--- src/rtl/pic_cascade_pkg.sv ---
`timescale 1ns/1ps
package pic_cascade_pkg;
  localparam int LINES     = 8;
  localparam int LINE_W    = $clog2(LINES);
  localparam int VEC_W     = 8;
  localparam int BASE_W    = VEC_W - LINE_W;
  localparam int CASC_LINE = 2;
  localparam logic [LINE_W-1:0] SPUR_LINE = LINE_W'(LINES - 1);
  localparam logic [LINES-1:0]  LVL_OK_PRI = 8'hF8;
  localparam logic [LINES-1:0]  LVL_OK_SEC = 8'hDE;
endpackage

--- src/rtl/pic_prio_pick.sv ---
`timescale 1ns/1ps
// Rank of lowest set bit; N when empty.
module pic_prio_pick #(
  parameter int N = 8,
  localparam int W = $clog2(N)
) (
  input  logic [N-1:0] vec_i,
  output logic [W:0]   rank_o
);
  always_comb begin
    rank_o = (W+1)'(N);
    for (int i = N - 1; i >= 0; i--)
      if (vec_i[i]) rank_o = (W+1)'(i);
  end
endmodule

--- src/rtl/pic_ctrl.sv ---
`timescale 1ns/1ps
module pic_ctrl #(
  parameter int N = 8,
  localparam int W = $clog2(N)
) (
  input  logic         clk_i,
  input  logic         rst_ni,
  input  logic [N-1:0] req_i,
  input  logic [N-1:0] pulse_i,
  input  logic [N-1:0] lvl_i,
  input  logic [N-1:0] mask_i,
  input  logic [N-1:0] isr_ign_i,
  input  logic         ack_i,
  input  logic         eoi_i,
  output logic         win_o,
  output logic [W-1:0] line_o
);
  logic [N-1:0] irr_q, last_q, isr_q;
  logic [N-1:0] ack_set, eoi_clr, edge_set;
  logic [W:0]   pend_rank, busy_rank, eoi_rank;

  pic_prio_pick #(.N(N)) i_pend (.vec_i(irr_q & ~mask_i),    .rank_o(pend_rank));
  pic_prio_pick #(.N(N)) i_busy (.vec_i(isr_q & ~isr_ign_i), .rank_o(busy_rank));
  pic_prio_pick #(.N(N)) i_eoi  (.vec_i(isr_q),              .rank_o(eoi_rank));

  assign win_o  = pend_rank < busy_rank;
  assign line_o = pend_rank[W-1:0];

  always_comb begin
    ack_set = '0;
    eoi_clr = '0;
    if (ack_i && win_o) ack_set[line_o] = 1'b1;
    if (eoi_i && !eoi_rank[W]) eoi_clr[eoi_rank[W-1:0]] = 1'b1;
  end

  assign edge_set = (req_i & ~last_q) | pulse_i;

  always_ff @(posedge clk_i or negedge rst_ni) begin
    if (!rst_ni) begin
      irr_q  <= '0;
      last_q <= '0;
      isr_q  <= '0;
    end else begin
      // acknowledge clear wins over a same-cycle edge on edge-type lines
      irr_q  <= (lvl_i & req_i) | (~lvl_i & ((irr_q | edge_set) & ~ack_set));
      last_q <= req_i;
      isr_q  <= (isr_q | ack_set) & ~eoi_clr;
    end
  end

  assert_isr_mark_R6: assert property (@(posedge clk_i) disable iff (!rst_ni)
    ack_i && win_o && !eoi_i |=> isr_q[$past(line_o)]);

  generate
    for (genvar k = 0; k < N; k++) begin : g_chk
      assert_edge_latch_R2: assert property (@(posedge clk_i) disable iff (!rst_ni)
        $rose(req_i[k]) && !lvl_i[k] && !(ack_i && win_o && line_o == W'(k)) |=> irr_q[k]);
      assert_level_follow_R3: assert property (@(posedge clk_i) disable iff (!rst_ni)
        lvl_i[k] |=> irr_q[k] == $past(req_i[k]));
      assert_mask_block_R4: assert property (@(posedge clk_i) disable iff (!rst_ni)
        mask_i[k] |-> !(win_o && line_o == W'(k)));
    end
  endgenerate
endmodule

--- src/rtl/pic_cascade.sv ---
`timescale 1ns/1ps
module pic_cascade
  import pic_cascade_pkg::*;
#(
  parameter logic [LINES-1:0] PRI_LVL_OK = LVL_OK_PRI,
  parameter logic [LINES-1:0] SEC_LVL_OK = LVL_OK_SEC
) (
  input  logic                    clk_i,
  input  logic                    rst_ni,
  input  logic [2*LINES-1:0]      irq_i,
  input  logic [2*LINES-1:0]      mask_i,
  input  logic [2*LINES-1:0]      level_sel_i,
  input  logic [VEC_W-1:LINE_W]   pri_base_i,
  input  logic [VEC_W-1:LINE_W]   sec_base_i,
  input  logic                    nest_mode_i,
  input  logic                    inta_i,
  input  logic [1:0]              eoi_i,
  output logic                    int_o,
  output logic [VEC_W-1:0]        vec_o,
  output logic                    vec_valid_o,
  output logic                    spur_o
);
  localparam logic [LINES-1:0]  CASC_BIT = LINES'(1) << CASC_LINE;
  localparam logic [LINE_W-1:0] CASC_IDX = LINE_W'(CASC_LINE);

  logic              pri_win, sec_win, sec_ack, pri_casc;
  logic [LINE_W-1:0] pri_line, sec_line;

  assign pri_casc = pri_win && (pri_line == CASC_IDX);
  assign sec_ack  = inta_i && pri_casc;

  pic_ctrl #(.N(LINES)) i_sec (
    .clk_i, .rst_ni,
    .req_i    (irq_i[2*LINES-1:LINES]),
    .pulse_i  ('0),
    .lvl_i    (level_sel_i[2*LINES-1:LINES] & SEC_LVL_OK),
    .mask_i   (mask_i[2*LINES-1:LINES]),
    .isr_ign_i('0),
    .ack_i    (sec_ack),
    .eoi_i    (eoi_i[1]),
    .win_o    (sec_win),
    .line_o   (sec_line)
  );

  pic_ctrl #(.N(LINES)) i_pri (
    .clk_i, .rst_ni,
    .req_i    (irq_i[LINES-1:0]),
    .pulse_i  (sec_win ? CASC_BIT : '0),
    .lvl_i    (level_sel_i[LINES-1:0] & PRI_LVL_OK),
    .mask_i   (mask_i[LINES-1:0]),
    .isr_ign_i(nest_mode_i ? CASC_BIT : '0),
    .ack_i    (inta_i),
    .eoi_i    (eoi_i[0]),
    .win_o    (pri_win),
    .line_o   (pri_line)
  );

  assign int_o = pri_win;

  always_ff @(posedge clk_i or negedge rst_ni) begin
    if (!rst_ni) begin
      vec_o       <= '0;
      vec_valid_o <= 1'b0;
      spur_o      <= 1'b0;
    end else begin
      vec_valid_o <= inta_i;
      if (inta_i) begin
        if (!pri_win) begin
          vec_o  <= {pri_base_i, SPUR_LINE};
          spur_o <= 1'b1;
        end else if (pri_casc) begin
          vec_o  <= {sec_base_i, sec_win ? sec_line : SPUR_LINE};
          spur_o <= !sec_win;
        end else begin
          vec_o  <= {pri_base_i, pri_line};
          spur_o <= 1'b0;
        end
      end
    end
  end

  assert_ack_valid_R6: assert property (@(posedge clk_i) disable iff (!rst_ni)
    inta_i |=> vec_valid_o);
  assert_spur_pri_R8: assert property (@(posedge clk_i) disable iff (!rst_ni)
    inta_i && !int_o |=> spur_o && vec_o == {$past(pri_base_i), SPUR_LINE});
  assert_cascade_vec_R7: assert property (@(posedge clk_i) disable iff (!rst_ni)
    inta_i && pri_casc && sec_win |=> !spur_o && vec_o[VEC_W-1:LINE_W] == $past(sec_base_i));
  assert_spur_sec_R9: assert property (@(posedge clk_i) disable iff (!rst_ni)
    inta_i && pri_casc && !sec_win |=> spur_o && vec_o == {$past(sec_base_i), SPUR_LINE});
endmodule

--- config.mk ---
export PLATFORM = sky130hd
export DESIGN_NAME = pic_cascade
export DESIGN_NICKNAME = d
export VERILOG_FILES = /design/src/rtl/pic_cascade_pkg.sv /design/src/rtl/pic_prio_pick.sv /design/src/rtl/pic_ctrl.sv /design/src/rtl/pic_cascade.sv
export SDC_FILE = /design/constraint.sdc
export NUM_CORES = 1
export LEC_CHECK = 0
export BUFFER_PORTS_ARGS = -buffer_cell sky130_fd_sc_hd__buf_4
export CAP_MARGIN = 0
export CORE_UTILIZATION = 25
export CTS_BUF_LIST = sky130_fd_sc_hd__clkbuf_4
export DETAILED_ROUTE_END_ITERATION = 12
export HOLD_SLACK_MARGIN = 0.03
export PLACE_DENSITY = 0.55
export SLEW_MARGIN = 20
export SYNTH_ARGS = -nofsm -noshare
export SYNTH_HDL_FRONTEND = slang
export SYNTH_HIERARCHICAL = 1
export SYNTH_SLANG_ARGS = --single-unit
--- constraint.sdc ---
create_clock -name clk_i -period 9.3 [get_ports clk_i]
set_input_delay 0.465 -clock clk_i [delete_from_list [all_inputs] [get_ports clk_i]]
set_output_delay 0.465 -clock clk_i [all_outputs]
set_load 0.01 [all_outputs]
# Word level (Yosys, flattened, before mapping)
# Cells that the tools add are included.
dict set report totals {
  regBits 58
  output_inout_bits 11
  elab_cells 123
}
dict set report classes {
  order_cmp 10
  n_eq_ne 1
  n_mux 59
  n_bitwise 31
  n_reduce_logical 13
}
# operator n
set op_table {}
lappend op_table {{2-to-1 mux 4 bit} 40}
lappend op_table {{bitwise AND 8 bit} 13}
lappend op_table {{NOT 8 bit} 10}
lappend op_table {{2-to-1 mux 8 bit} 6}
lappend op_table {{bitwise OR 8 bit} 6}
lappend op_table {{less-than comparator 3 x 4 -> 1 bit, second input constant} 4}
lappend op_table {{demux 1 bit (select 3 bit)} 4}
lappend op_table {{>= comparator 3 x 1 -> 1 bit, second input constant} 4}
lappend op_table {{logical AND 1 bit} 10}
lappend op_table {{2-to-1 mux 3 bit} 3}
lappend op_table {{less-than comparator 4 bit} 2}
lappend op_table {{NOT 3 -> 8 bit} 1}
lappend op_table {{bitwise OR 8 x 3 -> 8 bit} 1}
lappend op_table {{2-to-1 mux 1 bit} 6}
lappend op_table {{equality test 3 x 2 -> 1 bit, second input constant} 1}
lappend op_table {{logical NOT 1 bit} 3}

# Logic depth before layout (Yosys ltp)
dict set report depth {
  ltp_word 20
  ltp_mapped 17
}

# By module
# The synthesis kept the hierarchy.
# mod instances cells_each area_each_um2 seq_area_each_um2
set modules_own_cells {}
lappend modules_own_cells {{pic_ctrl at i_pri} 1 121 1192.4 600.6}
lappend modules_own_cells {{pic_ctrl at i_sec} 1 122 1187.4 600.6}
lappend modules_own_cells {pic_prio_pick 6 14 86.3 0.0}
lappend modules_own_cells {pic_cascade 1 48 479.2 250.2}

# Worst setup path before layout
# OpenSTA, ideal clock, no wires.
dict set report synth_path {
  path_type {input-to-reg}
  start {input port mask_i[2]}
  end {register i_sec.irr_q[0]}
  setup_time_ps 121
  arrival_ps 3058
  setup_slack_ps 6121
  cell_stages 14
  n_path_buf 1
  path_cell_list {nor2b_1 nor2_1 a21boi_1 ha_1 o211ai_2 a21o_2 and2_1 and4bb_1 buf_6 and2_2 nor2b_1 nor2b_1 nand4b_1 a22o_1}
}
dict set report synth_via {
  elab_chain_len 14
  word_cells_on_any_way 15
  classes_between {order compare (1); eq/ne (1); mux (4); bitwise (6); reduce/logical (3)}
}
# element line_no
set synth_rtl {}
lappend synth_rtl {{start, declared} pic_cascade.sv:11} ;# input logic [2*LINES-1:0] mask_i,
lappend synth_rtl {{NOT 8 bit} pic_ctrl.sv:22} ;# pic_prio_pick #(.N(N)) i_pend (.vec_i(irr_q & ~mask_i), .rank_o(pend_rank));
lappend synth_rtl {{bitwise AND 8 bit} pic_ctrl.sv:22}
lappend synth_rtl {{2-to-1 mux 4 bit (3 in series)} pic_prio_pick.sv:13} ;# if (vec_i[i]) rank_o = (W+1)'(i);
lappend synth_rtl {{net pri_line[1]} pic_cascade.sv:27} ;# logic [LINE_W-1:0] pri_line, sec_line;
lappend synth_rtl {{less-than comparator 4 bit} pic_ctrl.sv:26} ;# assign win_o = pend_rank < busy_rank;
lappend synth_rtl {{net int_o} pic_cascade.sv:18} ;# output logic int_o,
lappend synth_rtl {{logical AND 1 bit} pic_cascade.sv:29} ;# assign pri_casc = pri_win && (pri_line == CASC_IDX);
lappend synth_rtl {{logical AND 1 bit} pic_cascade.sv:30} ;# assign sec_ack = inta_i && pri_casc;
lappend synth_rtl {{net sec_ack} pic_cascade.sv:26} ;# logic pri_win, sec_win, sec_ack, pri_casc;
lappend synth_rtl {{logical AND 1 bit} pic_ctrl.sv:32} ;# if (ack_i && win_o) ack_set[line_o] = 1'b1;
lappend synth_rtl {{2-to-1 mux 8 bit} pic_ctrl.sv:32}
lappend synth_rtl {{NOT 8 bit} pic_ctrl.sv:45} ;# irr_q <= (lvl_i & req_i) | (~lvl_i & ((irr_q | edge_set) & ~ack_set));
lappend synth_rtl {{bitwise AND 8 bit (2 in series)} pic_ctrl.sv:45}
lappend synth_rtl {{bitwise OR 8 bit} pic_ctrl.sv:45}
lappend synth_rtl {{end signal, assigned} pic_ctrl.sv:45}
lappend synth_rtl {{end, declared} pic_ctrl.sv:18} ;# logic [N-1:0] irr_q, last_q, isr_q;
# The timed path passes the listed nets, and every way through them passes these cells.
# A chain may end at the register's enable or synchronous reset.

# Worst setup path after layout
dict set report layout_path {
  start {register i_pri.irr_q[6]}
  end {register i_sec.irr_q[0]}
}
dict set report layout_via {
  elab_chain_len 17
  word_cells_on_any_way 18
  classes_between {order compare (1); eq/ne (1); mux (8); bitwise (5); reduce/logical (3)}
}
# element line_no
set layout_rtl {}
lappend layout_rtl {{start, declared} pic_ctrl.sv:18}
lappend layout_rtl {{start signal, assigned} pic_ctrl.sv:45}
lappend layout_rtl {{bitwise AND 8 bit (*)} pic_ctrl.sv:22}
lappend layout_rtl {{2-to-1 mux 4 bit (*) (7 in series)} pic_prio_pick.sv:13}
lappend layout_rtl {{net pri_line[1]} pic_cascade.sv:27}
lappend layout_rtl {{less-than comparator 4 bit or equality test 3 x 2 -> 1 bit (tied branches)} {pic_ctrl.sv:26, pic_cascade.sv:29}}
lappend layout_rtl {{logical AND 1 bit (*)} pic_cascade.sv:29}
lappend layout_rtl {{logical AND 1 bit (*)} pic_cascade.sv:30}
lappend layout_rtl {{net sec_ack} pic_cascade.sv:26}
lappend layout_rtl {{logical AND 1 bit (*)} pic_ctrl.sv:32}
lappend layout_rtl {{2-to-1 mux 8 bit (*)} pic_ctrl.sv:32}
lappend layout_rtl {{NOT 8 bit (*)} pic_ctrl.sv:45}
lappend layout_rtl {{bitwise AND 8 bit (*) (2 in series)} pic_ctrl.sv:45}
lappend layout_rtl {{bitwise OR 8 bit (*)} pic_ctrl.sv:45}
# The timed path passes the listed nets; every way through them passes the cells marked *.

==> Flow_metrics.wiki <==
{| class="wikitable"
! Metric !! Value
|-
| Run status || finished, final reports clean
|-
| Total of cells resized after clock tree synthesis || 0
|-
| Count of port buffers added during placement || 69
|-
| Initial core utilization || between 20 and 30%
|-
| Worst slew margin relative to its limit || 47.2%
|-
| CTS tree || done
|-
| Area fraction of the dominant cell type after synthesis || a little over two fifths
|-
| Sequential group share of total power || about 36%
|-
| Max-slew violation count || 0
|-
| Cell depth of the worst flop-to-flop path || 13
|-
| Pwr/cell area || between 200 and 250 nW/um2
|-
| P_sw || approximately 0.00040 W
|-
| Data required, critical path || 9.59 ns
|-
| Global-route wire length before repair || roughly 14 mm
|-
| Filler cell count || 1378
|-
| Hold-fix buffers, CTS || 0
|-
| Via Count || 3036
|-
| Pin count of the biggest net entering global routing || about 60
|-
| Library cell used as clock root buffer || sky130_fd_sc_hd__clkbuf_4
|-
| Highest-count cells in the layout ignoring fill and taps || sky130_fd_sc_hd__buf_4, sky130_fd_sc_hd__dfrtp_1, sky130_fd_sc_hd__nor2_1
|-
| Kind of capture point of the worst setup path || register
|-
| Proportion of synthesized chip area in sequential cells || between 40 and 50%
|-
| Number of enable-type register cells in the synthesized netlist || 0
|-
| Remaining antenna violation count || 0
|-
| Average size of a mapped cell || approximately 9.0 um2
|-
| Final number of hold-violating endpoints || 0
|-
| Cell Rows || 42
|-
| Clock network power share || ~16%
|-
| RSZ-0062 raised after global routing || false
|-
| Arr. time, crit path || roughly 4.3 ns
|-
| Top cells by area in the synthesized netlist || sky130_fd_sc_hd__dfrtp_1, sky130_fd_sc_hd__nor2b_1, sky130_fd_sc_hd__nor2_1, sky130_fd_sc_hd__inv_1, sky130_fd_sc_hd__a21oi_1
|-
| Worst slack after detailed placement || approximately 5.1 ns
|-
| Layout area overhead || 28.6%
|-
| Vertical die dimension || about 120 um
|-
| Synth Cell Area || 3380 um2
|-
| Die outline width || roughly 120 um
|-
| Clock latency of the later-clocked register in the worst-skew pair || about 0.4 ns
|-
| Part of the total power dissipated in combinational logic || between 40% and 50%
|-
| Total DRC errors in the routed layout || 0
|-
| Type of the worst min-delay path || input pin to asynchronous set/reset pin
|-
| Clock buffer count from CTS || 9
|-
| Total negative slack || 0 ns
|-
| Final setup violation count || 0
|-
| Gate count of the mapped netlist || 375
|-
| Number of iterations in the first detailed-routing pass || 4
|-
| Overall die area || ~14000 um2
|-
| GRT Resource Usage Total || between 10% and 20%
|-
| Vias in the first global route || 2994
|-
| Cell variety after synth || 46
|-
| Final core utilization || between 30% and 40%
|-
| Worst-path clk slew || around 0.1 ns
|-
| Total of warnings raised by yosys || 6
|-
| Max Buffers Root-to-Sink || 2
|-
| Number of antenna violations at the first check in global routing || 1
|-
| Worst Clk Skew || a little over 0.01 ns
|-
| Starting DRC count in detailed routing || approximately 130
|-
| Startpoint class of the critical path || register
|-
| Total power of the final layout || between 0.0009 and 0.001 W
|-
| Crit path kind || register to register
|-
| Launch point of the critical path || i_pri/irr_q[6]
|-
| Minimum clock period after layout || 4.01 ns
|-
| Layout cells sized above 1 || 20.6%
|-
| Internal Pwr Total || 0.000551 W
|-
| Top FF cell, synth || sky130_fd_sc_hd__dfrtp_1
|-
| Global route total overflow || 0
|-
| Detailed placer's ending HPWL || approximately 6.8 mm
|-
| Global placement routability congestion || roughly 0.82
|-
| Period utilisation layout || 43.1%
|-
| Largest voltage drop on the vdd net || 0.0968 mV
|-
| Final setup slack of the worst path || approximately 5.3 ns
|-
| I/O Pins || 75
|-
| Leakage power || about 2.0 nW
|-
| Max Clk Rate || 250 MHz
|-
| Final WL || 8.57 mm
|-
| Vias/cell || between 4 and 5
|-
| Largest driver fanout on the critical path || 10
|-
| Commonest non-fill, non-tap cell in the layout || sky130_fd_sc_hd__buf_4
|-
| Number of nets at the end of the flow || between 500 and 600
|-
| Post-CTS setup-driven buffer insertion count || 0
|-
| H-Tree Depth || 3
|-
| Slew of the pin with the lowest slew margin || 0.784 ns
|-
| Number of clock sinks || 58
|-
| Most area-hungry cell type in the Yosys netlist || sky130_fd_sc_hd__dfrtp_1
|-
| Number of synthesized register bits || between 50 and 60
|-
| Max-cap violations || 0
|-
| Core Region || ~13000 um2
|-
| Async SR Flop Fraction || 100%
|-
| Launch point of the worst reg-to-reg path || i_pri/irr_q[6]
|-
| Routed wire per std cell || roughly 13 um
|-
| Switching Share || 41.9%
|}
-- power groups by stage --
stage / sequential (W) / clock (W) / combinational [W]
finish: 0.000344 / 0.000150 / 0.000453
global route: 0.000352 / 0.000168 / 0.000506
CTS: 0.000345 / 0.000160 / 0.000453
detailed placement: 0.000350 / 0 / 0.000452
global placement: 0.000349 / 0 / 0.000442
floorplan: 0.000344 / 0 / 0.000323
-- sequential cells by signal, summed over array words and instances (netlist names) --
| signal | count |
|---|---|
| i_pri/isr_q | 8 |
| spur_o | 1 |
| vec_o | 8 |
| i_pri/irr_q | 8 |
| vec_valid_o | 1 |
| i_sec/isr_q | 8 |
| i_sec/last_q | 8 |
| i_pri/last_q | 8 |
| i_sec/irr_q | 8 |
-- routing by layer --
layer / global-route usage (%) / share of wire (%) / vias to the layer above
met4: 4.09 / 1.1 / 0
met1: 15.1 / 44 / 1437
met5: 0 / 0 / -
met2: 22.8 / 51 / 57
li1: - / - / 1530
met3: 3.04 / 3.7 / 12
-- critical path, stage by stage, from the launching register on --
cell	delay, ns
sky130_fd_sc_hd__dfrtp_1	0.35
sky130_fd_sc_hd__nor2b_1	0.30
sky130_fd_sc_hd__o21ai_1	0.12
sky130_fd_sc_hd__a21boi_1	0.50
sky130_fd_sc_hd__ha_1	0.34
sky130_fd_sc_hd__o211ai_2	0.22
sky130_fd_sc_hd__a21o_2	0.20
sky130_fd_sc_hd__and2_1	0.27
sky130_fd_sc_hd__and4bb_1	0.53
sky130_fd_sc_hd__and2_2	0.22
sky130_fd_sc_hd__nor2b_1	0.20
sky130_fd_sc_hd__nor2b_1	0.25
sky130_fd_sc_hd__nand4b_1	0.17
sky130_fd_sc_hd__a22o_1	0.21
-- final cells by class --
type	count	area, um2	area share, %
flip-flops and latches	58	1450	33.4
diodes	1	2.50	0.0576
clock inverters	5	21.3	0.490
multi-input cells	308	1880	43.2
well taps	176	220	5.07
clock buffers	11	82.6	1.90
inverters	45	169	3.89
repair buffers	69	518	11.9
-- stage by stage --
step	instance area, um2	cells	hold slack, ns
after floorplan	3530	415	0.169
after global placement	4240	656	0.514
after detailed placement	4240	656	0.521
after CTS	4340	672	0.137
after global routing	4340	673	0.149
final	4340	673	0.134
-- synth_stat cells, types with 2 or more instances --
cell,instances
sky130_fd_sc_hd__nand2_1,9
sky130_fd_sc_hd__nor2_2,6
sky130_fd_sc_hd__ha_1,6
sky130_fd_sc_hd__o41ai_2,6
sky130_fd_sc_hd__o22ai_1,13
sky130_fd_sc_hd__and2_2,2
sky130_fd_sc_hd__inv_1,45
sky130_fd_sc_hd__nand4_1,3
sky130_fd_sc_hd__a21o_1,2
sky130_fd_sc_hd__a2bb2oi_1,2
sky130_fd_sc_hd__mux2i_1,5
sky130_fd_sc_hd__nor2_1,55
sky130_fd_sc_hd__o31a_1,4
sky130_fd_sc_hd__o21bai_1,6
sky130_fd_sc_hd__o211ai_1,2
sky130_fd_sc_hd__o21ai_1,7
sky130_fd_sc_hd__and4_1,7
sky130_fd_sc_hd__a32oi_1,8
sky130_fd_sc_hd__nand4b_1,3
sky130_fd_sc_hd__nor3b_1,3
sky130_fd_sc_hd__a21oi_1,26
sky130_fd_sc_hd__a41oi_1,2
sky130_fd_sc_hd__nand2b_1,2
sky130_fd_sc_hd__and2_1,2
sky130_fd_sc_hd__a21oi_2,2
sky130_fd_sc_hd__and3b_1,2
sky130_fd_sc_hd__nor2b_1,35
sky130_fd_sc_hd__a22o_1,12
sky130_fd_sc_hd__o21ai_0,9
sky130_fd_sc_hd__a21boi_1,6
sky130_fd_sc_hd__nand3_1,6
sky130_fd_sc_hd__dfrtp_1,58
sky130_fd_sc_hd__a31oi_1,6
-- final timing paths --
kind,slack [ns],to
max,5.29,i_sec/irr_q[0]
min,0.13,i_sec/isr_q[5]
max reg2reg,5.29,i_sec/irr_q[0]
min reg2reg,0.54,vec_o[7]
max in group asynchronous,8.68,i_pri/isr_q[7]
min in group clk_i,0.17,i_pri/last_q[7]
-- cells by family after synthesis --
family / after synthesis / synth area share, %
AO/OA/AOI/OAI: 116 / 24.9
adder cells (fa/ha/maj): 6 / 2.22
buffers and inverters: 49 / 5.85
flip-flops: 58 / 43.0
multiplexers: 5 / 1.48
other: 1 / 0.111
AND/OR/NAND/NOR: 140 / 22.5
Note: power is estimated with default switching activity, not from simulation.
